## config.mk

```make
export PLATFORM = sky130hd
export DESIGN_NAME = hc_irq_status
export DESIGN_NICKNAME = d
export VERILOG_FILES = /design/src/rtl/hcis_pkg.sv /design/src/rtl/hcis_port_detect.sv /design/src/rtl/hcis_uframe_pacer.sv /design/src/rtl/hcis_defer_gate.sv /design/src/rtl/hc_irq_status.sv
export SDC_FILE = /design/constraint.sdc
export NUM_CORES = 1
export LEC_CHECK = 0
export ABC_AREA = 1
export BUFFER_PORTS_ARGS = -buffer_cell sky130_fd_sc_hd__buf_4
export CAP_MARGIN = 40
export CELL_PAD_IN_SITES_DETAIL_PLACEMENT = 0
export CELL_PAD_IN_SITES_GLOBAL_PLACEMENT = 2
export CORE_ASPECT_RATIO = 0.6
export CORE_MARGIN = 4
export CORE_UTILIZATION = 24
export DETAILED_ROUTE_END_ITERATION = 16
export PLACE_DENSITY_LB_ADDON = 0.08
export SYNTH_ARGS = -nofsm -noshare
export SYNTH_HDL_FRONTEND = slang
export SYNTH_SLANG_ARGS = --single-unit
```

## constraint.sdc

```tcl
create_clock -name clk -period 2.15 [get_ports clk]
set_input_delay 0.5375 -clock clk [delete_from_list [all_inputs] [get_ports clk]]
set_output_delay 0.5375 -clock clk [all_outputs]
set_load 0.01 [all_outputs]
```

## src/rtl/hcis_pkg.sv

```systemverilog
package hcis_pkg;
  localparam int REG_W     = 32;
  localparam int B_XFER    = 0;
  localparam int B_ERR     = 1;
  localparam int B_PORT    = 2;
  localparam int B_ROLL    = 3;
  localparam int B_SYSERR  = 4;
  localparam int B_ASYNC   = 5;
  localparam int B_PP_BASE = 16;
  localparam int N_DEFER   = 3;
  localparam logic [REG_W-1:0] CORE_MASK  = 32'h0000_003F;
  localparam logic [REG_W-1:0] DEFER_MASK = 32'h0000_0023;
endpackage

```

## src/rtl/hcis_port_detect.sv

```systemverilog
module hcis_port_detect #(
  parameter int NUM_PORTS = 4
) (
  input  logic                 clk,
  input  logic                 rst_n,
  input  logic [NUM_PORTS-1:0] chg_lvl,
  input  logic [NUM_PORTS-1:0] rsm_lvl,
  input  logic [NUM_PORTS-1:0] owner,
  output logic [NUM_PORTS-1:0] evt
);
  for (genvar p = 0; p < NUM_PORTS; p++) begin : g_port
    logic chg_d, rsm_d;
    always_ff @(posedge clk) begin
      if (!rst_n) begin
        chg_d <= 1'b0;
        rsm_d <= 1'b0;
      end else begin
        chg_d <= chg_lvl[p];
        rsm_d <= rsm_lvl[p];
      end
    end
    // only host-owned ports report; a rise of either level counts
    assign evt[p] = !owner[p] && ((chg_lvl[p] && !chg_d) || (rsm_lvl[p] && !rsm_d));
  end
endmodule

```

## src/rtl/hcis_uframe_pacer.sv

```systemverilog
module hcis_uframe_pacer #(
  parameter int CNT_W = 7
) (
  input  logic       clk,
  input  logic       rst_n,
  input  logic       tick,
  input  logic [7:0] thresh,
  output logic       boundary
);
  logic [CNT_W-1:0] cnt_q;
  logic [CNT_W:0]   cnt_inc;

  assign cnt_inc  = {1'b0, cnt_q} + 1'b1;
  assign boundary = tick && ({{(8 - CNT_W - 1){1'b0}}, cnt_inc} >= thresh);

  always_ff @(posedge clk) begin
    if (!rst_n)        cnt_q <= '0;
    else if (boundary) cnt_q <= '0;
    else if (tick)     cnt_q <= cnt_inc[CNT_W-1:0];
  end
endmodule

```

## src/rtl/hcis_defer_gate.sv

```systemverilog
module hcis_defer_gate #(
  parameter int N = 3
) (
  input  logic         clk,
  input  logic         rst_n,
  input  logic         boundary,
  input  logic [N-1:0] sts_cur,
  input  logic [N-1:0] sts_nxt,
  output logic [N-1:0] released
);
  always_ff @(posedge clk) begin
    if (!rst_n) released <= '0;
    else        released <= (released | ({N{boundary}} & sts_cur)) & sts_nxt;
  end
endmodule

```

## src/rtl/hc_irq_status.sv

```systemverilog
module hc_irq_status
  import hcis_pkg::*;
#(
  parameter int NUM_PORTS = 4
) (
  input  logic                 clk,
  input  logic                 rst_n,
  input  logic                 reg_sel,
  input  logic                 reg_wr,
  input  logic [31:0]          reg_wdata,
  output logic [31:0]          reg_rdata,
  input  logic                 ev_xfer_done,
  input  logic                 ev_xfer_err,
  input  logic                 ev_async_adv,
  input  logic                 ev_sys_err,
  input  logic                 ev_rollover,
  input  logic [NUM_PORTS-1:0] port_chg,
  input  logic [NUM_PORTS-1:0] port_resume,
  input  logic [NUM_PORTS-1:0] port_owner,
  input  logic                 perport_en,
  input  logic                 uframe_tick,
  input  logic [7:0]           thresh,
  output logic                 irq
);
  localparam logic [REG_W-1:0] PORT_MASK  = ((REG_W'(1) << NUM_PORTS) - 1) << B_PP_BASE;
  localparam logic [REG_W-1:0] VALID_MASK = PORT_MASK | CORE_MASK;

  logic [REG_W-1:0]     sts_q, sts_nxt, en_q, set_vec, clr_vec, live, rel_vec;
  logic [NUM_PORTS-1:0] port_evt;
  logic                 boundary;
  logic [N_DEFER-1:0]   def_cur, def_nxt, def_rel;

  hcis_port_detect #(.NUM_PORTS(NUM_PORTS)) u_ports (
    .clk(clk), .rst_n(rst_n), .chg_lvl(port_chg), .rsm_lvl(port_resume),
    .owner(port_owner), .evt(port_evt)
  );

  hcis_uframe_pacer #(.CNT_W(7)) u_pacer (
    .clk(clk), .rst_n(rst_n), .tick(uframe_tick), .thresh(thresh), .boundary(boundary)
  );

  always_comb begin
    set_vec            = '0;
    set_vec[B_XFER]    = ev_xfer_done;
    set_vec[B_ERR]     = ev_xfer_err;
    set_vec[B_PORT]    = |port_evt;
    set_vec[B_ROLL]    = ev_rollover;
    set_vec[B_SYSERR]  = ev_sys_err;
    set_vec[B_ASYNC]   = ev_async_adv;
    set_vec[B_PP_BASE +: NUM_PORTS] = perport_en ? port_evt : '0;
    clr_vec = (reg_wr && !reg_sel) ? (reg_wdata & VALID_MASK) : '0;
    // a hardware set overrides a same-cycle software clear
    sts_nxt = (sts_q & ~clr_vec) | set_vec;
  end

  always_ff @(posedge clk) begin
    if (!rst_n) begin
      sts_q <= '0;
      en_q  <= '0;
    end else begin
      sts_q <= sts_nxt;
      if (reg_wr && reg_sel) en_q <= reg_wdata & VALID_MASK;
    end
  end

  assign def_cur = {sts_q[B_ASYNC], sts_q[B_ERR], sts_q[B_XFER]};
  assign def_nxt = {sts_nxt[B_ASYNC], sts_nxt[B_ERR], sts_nxt[B_XFER]};

  hcis_defer_gate #(.N(N_DEFER)) u_defer (
    .clk(clk), .rst_n(rst_n), .boundary(boundary),
    .sts_cur(def_cur), .sts_nxt(def_nxt), .released(def_rel)
  );

  always_comb begin
    rel_vec          = ~DEFER_MASK;
    rel_vec[B_XFER]  = def_rel[0];
    rel_vec[B_ERR]   = def_rel[1];
    rel_vec[B_ASYNC] = def_rel[2];
    live             = sts_q & en_q & rel_vec;
  end

  assign irq       = |live;
  assign reg_rdata = reg_sel ? en_q : sts_q;
endmodule

```

==> results.yml <==
run_status:
  run_status: "complete, no violations"
layout:
  final_util_pct: 32.59
  design.final.nets: 440
  mostFrequentLayoutCell: "nand2_1"
  num-fill-cells: 959
  flow.area_growth_from_synthesis_pct: 32.06
  insertedDiodeCount: 0
  highest_count_cells_in_the_layout_ignoring_fill_and_taps: "nand2_1, buf_4, inv_1, dfxtp_1, conb_1"
  layout-drive-gt1-share_pct: 24.93
  seq_area_sq_um: 765.7
  multi_input_comb_area_sq_um: 1067
logic_synthesis:
  post_synth.cell_area_avg_sq_um: 6.785
  synth-warning-count: 0
  synthDistinctLibCells: 28
  synth_area_leaders: "dfxtp_1, nand2_1, inv_1, buf_4, a21oi_1"
  flip_flop_and_latch_count_after_synthesis: 38
  synth_top_cell_by_area: "dfxtp_1"
  syn-cell-area_sq_um: 2103
  yosys.area.top_type_share_pct: 36.17
  synth_cells: 310
  synth_seq_area_share_pct: 36.17
clock_tree:
  cts.sinks: 38
  tritoncts.num_buffers: 5
  insertion_delay_ps: 280
  ctsRootBufferMaster: "clkbuf_16"
  cts_tree: "yes"
  worst_setup_hold_path_clk_slew_ps: 60
  hold_buffers: 0
  htree_levels: 2
  cts.path.max_buffers: 2
critical_path:
  critical_path.max_fanout: 4
  cp-endpoint: "irq"
  timing_worst_setup_path_type: "register to output pin"
  worst_r2r_endpoint: "u_defer.released[1]"
  worstReg2RegStart: "u_pacer.cnt_q[1]"
  crit_start: "sts_q[1]"
  required_ps: 1610
  worstPathArrival_ps: 1430
  number_of_cell_instances_on_the_worst_register_to_register_path: 12
  reg2reg_setup_slack_ps: 190
  setup.worst_path.start_class: "register"
  setup.worst_path.end_class: "output pin"
die:
  floorplan.die_area_sq_um: 10370
  design.core.area_sq_um: 8523
  die_w_microns: 128.9
  initial_core_util_pct: 24.68
  io_pins: 96
  die_h_microns: 80.52
  core.rowCount: 26
sta:
  slew_viol_final: 0
  timing_hold_violations_final: 0
  maxClockFrequency_mhz: 508.6
  setup_violations: 0
  timing.final.crit_share_pct: 91.45
  setup_total_negative_slack_ps: 0
  setup_repair_after_global_routing_missed_its_margin: "false"
  clock-skew-final_ps: 6.504
  final_critical_path_time_including_i_o_delays_and_setup_ps: 1966
grt:
  global_route.overflow_total: 0
  wire_length_of_the_first_global_routing_pass_microns: 9011
  grt_max_degree: 24
  grt_antenna_before_repair: 0
  number_of_global_route_vias_before_repair: 1746
  gr-usage-all-layers_pct: 11.32
pwr:
  vdd_ir_drop_max_v: 0.0003096
  cellPowerDensity_nw_per_um2: 646.6
  power_leakage_uw: 0.001458
routing:
  vias: 1901
  wirelength_microns: 5520
  via_per_inst: 3.952
  drcViolationCount: 0
  drt_first_pass_iters: 4
  drtIter0Drc: 124
  wire_per_inst_microns: 11.48
  drt.antenna.violating_nets: 0
flow_run:
  drv.max_cap_violation_count: 0
place:
  gp_routability_congestion: 0.6862
  buffer_ports.inserted: 51
  detailed_placer_s_ending_hpwl_microns: 4444
worst_hold_path:
  hold_path_class: "input port to register"
## metrics by stage
step                      total power [uW]  std cells  instance area (sq um)  hold WS, ps  worst slack, ps
after floorplan                      961.7        331                   2182        427.2            220.3
after global placement                1073        473                   2557        439.8            48.47
after detailed placement              1072        473                   2557        445.9            54.79
after CTS                             1823        481                   2709        442.2            25.45
after global routing                  1912        481                   2778        448.4            2.711
final                                 1796        481                   2778        447.6            183.9
## area by class of cell
class                      instances  area share (%)
multi-input combinational        207           38.42
sequential                        38           27.57
timing repair buffer              58           15.68
inverter                          58           7.838
tap                              112           5.045
clock buffer                       6           5.000
clock inverter                     2          0.4505
## flip-flops by register name, summed over array words and instances (netlist names)
name,count
en_q,10
sts_q,10
u_defer.released,3
u_pacer.cnt_q,7
u_ports.g_port.chg_d,4
u_ports.g_port.rsm_d,4
## cells by family (layout without fill, tap and decap cells)
group | after synthesis | after routing | share of synthesized area, %
other | 1 | 22 | 0.1783
AO/OA/AOI/OAI | 48 | 48 | 12.31
buffers and inverters | 86 | 124 | 19.87
AND/OR/NAND/NOR | 124 | 124 | 24.45
flip-flops | 38 | 38 | 36.17
XOR/XNOR | 4 | 4 | 1.666
adder cells (fa/ha/maj) | 9 | 9 | 5.354
## metal layers
layer	global-route usage, %	vias up	wire length [microns]
met5	0	-	0
met2	13.64	51	1932
met4	2.830	0	44
met1	18.14	813	3173
li1	-	1033	-
met3	3.721	4	369
## synth_stat cells
cell / n
a21oi_1: 23
a21oi_2: 1
a221oi_1: 2
and2_4: 1
buf_1: 1
buf_2: 1
buf_4: 22
buf_8: 1
clkbuf_1: 3
conb_1: 1
dfxtp_1: 38
ha_1: 9
inv_1: 50
inv_2: 8
nand2_1: 85
nand2_2: 2
nand3_1: 14
nand3_2: 2
nand4_1: 1
nor2_1: 16
nor2_2: 2
nor3_1: 1
o21a_1: 1
o21ai_0: 3
o21ai_1: 14
o22ai_1: 4
xnor2_1: 1
xor2_1: 3
## worst max-delay path, cell delays in order, from the launching register on
cell and delay (ps):
dfxtp_1 340, nand3_1 140, nand2_1 80, a221oi_1 300, nand4_1 120, buf_4 170
## timing repair
action | in CTS | in global routing
endpoints found under the setup margin | 0 | 10
setup buffers | 0 | 0
gates resized for setup | 0 | 16
## how the worst min path moves through the flow
stage / start / endpoint / slack (ps) / cells past startpoint
floorplan: u_defer.released[0] / u_defer.released[0] / 430 / 2
global placement: u_defer.released[1] / u_defer.released[1] / 440 / 2
detailed placement: u_defer.released[2] / u_defer.released[2] / 450 / 2
CTS: port_chg[3] / u_ports.g_port[3].chg_d / 440 / 3
global route: port_resume[0] / u_ports.g_port[0].rsm_d / 450 / 3
finish: port_resume[2] / u_ports.g_port[2].rsm_d / 450 / 3
## report_power, final
part | total (uW) | switching (uW) | leakage (uW) | internal [uW]
Combinational | 290 | 159 | 0.00107 | 131
Clock | 736 | 278 | 0.0000729 | 459
Sequential | 770 | 27.2 | 0.000315 | 743
No activity file was read; power rests on OpenSTA's default activity.
